[src/rtl/share_refresh_pkg.sv]
package share_refresh_pkg;

  // First-order sharing: d = 1
  localparam int ORDER      = 1;
  localparam int DOMAINS    = ORDER + 1;          // output shares per bit
  localparam int EXP_SHARES = DOMAINS * DOMAINS;  // expanded shares per bit

  // Mask applied to expanded share k, built from the bit's random vector.
  // Neighbouring shares reuse one random bit, so the pattern cancels overall.
  function automatic logic cyc_mask(input logic [EXP_SHARES-1:0] rbits, input int k);
    return rbits[k] ^ rbits[(k + 1) % EXP_SHARES];
  endfunction

  // Output domain that expanded share k (k = i*DOMAINS + j) folds into.
  function automatic int fold_domain(input int k);
    return k / DOMAINS;
  endfunction

endpackage

[src/rtl/shr_remask.sv]
module shr_remask
  import share_refresh_pkg::*;
#(
  parameter int W = 8
) (
  input  logic [EXP_SHARES*W-1:0] shares_in,
  input  logic [EXP_SHARES*W-1:0] rnd,
  output logic [EXP_SHARES*W-1:0] shares_out
);

  for (genvar b = 0; b < W; b++) begin : g_bit
    logic [EXP_SHARES-1:0] rbits;
    for (genvar k = 0; k < EXP_SHARES; k++) begin : g_gather
      assign rbits[k] = rnd[k*W + b];
    end
    for (genvar k = 0; k < EXP_SHARES; k++) begin : g_share
      assign shares_out[k*W + b] = shares_in[k*W + b] ^ cyc_mask(rbits, k);
    end
  end

endmodule

[src/rtl/shr_bank.sv]
module shr_bank #(
  parameter int W = 32
) (
  input  logic         clk,
  input  logic         rst,
  input  logic         en,
  input  logic [W-1:0] d,
  output logic [W-1:0] q
);

  always_ff @(posedge clk) begin
    if (rst)     q <= '0;
    else if (en) q <= d;
  end

endmodule

[src/rtl/shr_fold.sv]
module shr_fold
  import share_refresh_pkg::*;
#(
  parameter int W = 8
) (
  input  logic [EXP_SHARES*W-1:0] stored,
  output logic [DOMAINS*W-1:0]    folded
);

  for (genvar d = 0; d < DOMAINS; d++) begin : g_dom
    always_comb begin
      folded[d*W +: W] = '0;
      for (int k = 0; k < EXP_SHARES; k++) begin
        if (fold_domain(k) == d) folded[d*W +: W] = folded[d*W +: W] ^ stored[k*W +: W];
      end
    end
  end

endmodule

[src/rtl/shr_lane.sv]
module shr_lane
  import share_refresh_pkg::*;
#(
  parameter int W = 8
) (
  input  logic                    clk,
  input  logic                    rst,
  input  logic                    load,
  input  logic [EXP_SHARES*W-1:0] shares_in,
  input  logic [EXP_SHARES*W-1:0] rnd,
  output logic [DOMAINS*W-1:0]    folded
);

  logic [EXP_SHARES*W-1:0] fresh;
  logic [EXP_SHARES*W-1:0] stored;

  shr_remask #(.W(W)) i_remask (
    .shares_in (shares_in),
    .rnd       (rnd),
    .shares_out(fresh)
  );

  shr_bank #(.W(EXP_SHARES*W)) i_bank (
    .clk(clk),
    .rst(rst),
    .en (load),
    .d  (fresh),
    .q  (stored)
  );

  shr_fold #(.W(W)) i_fold (
    .stored(stored),
    .folded(folded)
  );

endmodule

[src/rtl/share_refresh_stage.sv]
module share_refresh_stage
  import share_refresh_pkg::*;
#(
  parameter int N_BITS = 8,
  parameter int N_DUP  = 3
) (
  input  logic                         clk,
  input  logic                         rst,
  input  logic                         load_en,
  input  logic [EXP_SHARES*N_BITS-1:0] exp_shares,
  input  logic [EXP_SHARES*N_BITS-1:0] rand_main,
  input  logic [EXP_SHARES*N_DUP-1:0]  rand_dup,
  output logic [N_BITS-1:0]            main_sh0,
  output logic [N_BITS-1:0]            main_sh1,
  output logic [N_DUP-1:0]             dup_sh0,
  output logic [N_DUP-1:0]             dup_sh1
);

  // Named internal events for the checker and for readability
  logic                         capture;
  logic [EXP_SHARES*N_DUP-1:0]  dup_src;
  logic [DOMAINS*N_BITS-1:0]    main_fold;
  logic [DOMAINS*N_DUP-1:0]     dup_fold;

  assign capture = load_en & ~rst;

  // Low N_DUP bits of every expanded share feed the duplicate lane
  for (genvar k = 0; k < EXP_SHARES; k++) begin : g_dup_src
    assign dup_src[k*N_DUP +: N_DUP] = exp_shares[k*N_BITS +: N_DUP];
  end

  shr_lane #(.W(N_BITS)) i_main_lane (
    .clk      (clk),
    .rst      (rst),
    .load     (load_en),
    .shares_in(exp_shares),
    .rnd      (rand_main),
    .folded   (main_fold)
  );

  shr_lane #(.W(N_DUP)) i_dup_lane (
    .clk      (clk),
    .rst      (rst),
    .load     (load_en),
    .shares_in(dup_src),
    .rnd      (rand_dup),
    .folded   (dup_fold)
  );

  assign main_sh0 = main_fold[0 +: N_BITS];
  assign main_sh1 = main_fold[N_BITS +: N_BITS];
  assign dup_sh0  = dup_fold[0 +: N_DUP];
  assign dup_sh1  = dup_fold[N_DUP +: N_DUP];

endmodule

[config.mk]
export PLATFORM = sky130hd
export DESIGN_NAME = share_refresh_stage
export DESIGN_NICKNAME = d
export VERILOG_FILES = /design/src/rtl/share_refresh_pkg.sv /design/src/rtl/shr_remask.sv /design/src/rtl/shr_bank.sv /design/src/rtl/shr_fold.sv /design/src/rtl/shr_lane.sv /design/src/rtl/share_refresh_stage.sv
export SDC_FILE = /design/constraint.sdc
export NUM_CORES = 1
export LEC_CHECK = 0
export ABC_AREA = 1
export BUFFER_PORTS_ARGS = -buffer_cell sky130_fd_sc_hd__buf_2
export CAP_MARGIN = 10
export CORE_MARGIN = 2
export CORE_UTILIZATION = 52
export DETAILED_ROUTE_END_ITERATION = 12
export HOLD_SLACK_MARGIN = 0.03
export PLACE_DENSITY = 0.8
export SLEW_MARGIN = 20
export SYNTH_ARGS = -nofsm -noshare
export SYNTH_HDL_FRONTEND = slang
export SYNTH_SLANG_ARGS = --single-unit
[constraint.sdc]
create_clock -name clk -period 1.09 [get_ports clk]
set_input_delay 0.327 -clock clk [delete_from_list [all_inputs] [get_ports clk]]
set_output_delay 0.327 -clock clk [all_outputs]
set_load 0.01 [all_outputs]
==> impl_results.md <==
- Top-count cell post-synth: nand2_1
- CP Buf/Inv Count: 1
- Sequential Power Share: 0.422
- Failing checks: setup timing
- CTS Buf Count: 5
- Mapped Nets: 676
- Period utilization: 1.19
- Post-route antenna net violation count: 0
- DP Cell Count: roughly 760
- Initial cell density of the core: 0.543
- Height of the die: 82.9 um
- Worst path cell trace: xor2_1 -> buf_2
- Synthesis-stage register bit count: 44
- Starting DRT DRC Count: around 130
- Max cap viols: 0
- Routed len/inst: 9.05 um
- Hold depth: 5
- First-pass GRT wire length: about 13,000 um
- Number of global-route vias before repair: 3,245
- RSZ-0062 raised after global routing: true
- Leakage power: 0.00273 uW
- CORE AREA: 5960 um2
- Clock power share: 0.298
- CTS sink cnt: 44
- Total gr overflow: 0
- Largest net degree at the start of global routing: 47
- Worst R2R Setup Slack: 0.21 ns
- R2r endpoint: i_main_lane.i_bank.q[7]$_SDFFE_PP0P_
- Synth-to-layout area growth: 24.9%
- Die X: 82.9 um
- Clock slew at reported path FFs: 0.09 ns
- CTS tree: yes
- Core Rows: 28
- Worst min path class: primary input to flop
- H-tree depth: 2
- P_int: 3040 uW
- Die ar.: roughly 7000 um2
- Final slew viol count: 0
- Synth top area share: 0.272
- Post-DP HPWL: roughly 5400 um
- Total GRT Usage: 0.208
- Syn Inst Count: 597
- Final Non-Filler Cells: just under 800
- Worst-Margin Slew: approximately 0.19 ns
- Post-synth EDFFs: 0
- Slowest stage delay, CP: 0.35 ns
- Max Clock Skew: 0 ns
- Root buffer cell: clkbuf_8
- Post-synthesis sequential area ratio: 0.272
- Switching power: 1330 uW
- Met3 Use GR: 0.0378
- Most used routing layer: met2
- CTS Buffer Depth: 2
- CP Data Required Time: roughly 0.76 ns
- Remaining DRCs: 0
- Post-synth ARST share: 0
- Number of distinct library cells after synthesis: 10
- Io pins: just over 100
- DRT Wirelength: roughly 7000 um
- Final nets: between 700 and 800
- Routed via count: 3,553
- GRT met2 Usage: 0.379
- First-pass detailed-route iteration total: 5
- Crit path launch type: flop
- Ant diodes: 0
- Data arrival, critical path: 0.97 ns
- CP endpoint kind: primary output
- Cells on worst reg2reg path: 6
- Post-place setup slack: 0.0505 ns
- Synthesized area: 3230 um2
- Fmax: 771 MHz
- M1 GR Usage: 0.254
- Hold endpoint: i_main_lane.i_bank.q[16]$_SDFFE_PP0P_
- Fin. Hold Viols: 0
- Period minus WS final: 1.30 ns
- Ys Warns: 0
- Power Density: 1080 nW/um2
- Delay-heaviest family, CP: flip-flops
- Worst vdd rail ir drop: between 600 and 700 uV
- Worst-path fanout max: 2
- Hold_sp: exp_shares[16]
- Crit Path Class: flop to primary output
- Worst slew margin: 0.874
- Status: finished with violations
- Gate power share: 0.279
- # setup viols final: 22
- Area contributors post-synth: dfxtp_1 (27%), nand2_1 (26%), inv_1 (14%)
- Worst r2r src: i_main_lane.i_bank.q[7]$_SDFFE_PP0P_
- Worst-skew pair later-pin latency: 0.28 ns
- Final setup TNS: -3.69 ns
- Sw Share: 0.304
- Avg Cell Area, Syn: roughly 5.4 um2
- GP Congestion: 0.865
- Prevailing post-synth register cell: dfxtp_1
- Initial antenna violation count: 0
- Via-to-Cell Ratio: between 4 and 5
- Share of layout cells above drive strength 1: 0.236
- IO Port Bufs: 100
- Setup WS post-layout: -0.206 ns
- Post-synth top cells: nand2_1 (220), inv_1 (120), nand3_1 (88), nor2_1 (88), dfxtp_1 (44)
- Largest area contributor in the netlist: dfxtp_1
- CP max stage cell: dfxtp_2
==> cells by family (layout without fill, tap and decap cells) <==
kind of cell	after synthesis	count (layout)	share of synthesized area
buf+inv	135	237	0.174
simple gates	396	396	0.494
xor+xnor	22	22	0.0596
flops	44	44	0.272
==> cell type report <==
cell class,count,area (um2)
fillers,566,1920
well taps,75,93.8
inverters,120,450
flip-flops and latches,44,936
clock buffers,6,82.6
repair buffers,109,618
clock inverters,2,38.8
multi-input cells,418,1820
==> worst min-delay path, stage by stage <==
cell and delay (ns):
buf_2 0.10, nand2_1 0.05, nand3_1 0.06, nand2_1 0.04
inv_1 0.04
==> placed cells by master (no fill, tap or decap) <==
master	netlist	routed
buf_12	0	4
buf_2	7	100
buf_4	4	5
bufinv_16	0	1
clkbuf_8	0	6
clkinv_4	0	1
dfxtp_2	0	44
inv_1	120	120
nand2_1	220	220
nand3_1	88	88
nor2_1	88	88
xor2_1	22	18
xor2_2	0	4
==> how the worst max path moves through the flow <==
stage	from	endpoint	slack, ns	cells after the start
finish	i_main_lane.i_bank.q[25]$_SDFFE_PP0P_	main_sh1[1]	-0.21	2
detailed placement	load_en	i_dup_lane.i_bank.q[7]$_SDFFE_PP0P_	0.05	6
global route	i_main_lane.i_bank.q[9]$_SDFFE_PP0P_	main_sh0[1]	-0.25	2
floorplan	load_en	i_dup_lane.i_bank.q[10]$_SDFFE_PP0P_	0.18	6
CTS	i_main_lane.i_bank.q[9]$_SDFFE_PP0P_	main_sh0[1]	-0.23	2
global placement	load_en	i_main_lane.i_bank.q[29]$_SDFFE_PP0P_	0.06	5
==> state kept, by name (all words and copies together) (netlist names) <==
register and flops:
i_main_lane.i_bank.q 32, i_dup_lane.i_bank.q 12
==> metrics by stage <==
stage / util / instance area (um2) / hold slack (ns) / power, uW
after floorplan: - / 3230 / 0.518 / 2610
after global placement: 0.638 / 3800 / 0.546 / 3020
after detailed placement: 0.638 / 3800 / 0.547 / 3050
after CTS: 0.671 / 3990 / 0.345 / 4400
after global routing: 0.678 / 4040 / 0.360 / 4670
final: 0.678 / 4040 / 0.350 / 4370
==> layer usage <==
layer | part of all wire | vias up
met4 | 0.0081 | 0
met3 | 0.053 | 6
met2 | 0.47 | 87
li1 | - | 1945
met1 | 0.47 | 1515
met5 | 0 | -
==> power groups by stage <==
stage	Combinational (uW)	Clock [uW]	Sequential, uW
global route	1410	1390	1860
detailed placement	1190	0	1850
floorplan	776	0	1840
finish	1220	1300	1850
CTS	1210	1350	1840
global placement	1170	0	1850
==> what timing repair did <==
action | in CTS | in global routing
setup endpoints to repair | 22 | 22
pin swaps | 10 | 8
gates resized for setup | 44 | 4
setup buffers | 2 | 2
hold buffers | 0 | 0
No activity file was read; power rests on OpenSTA's default activity.
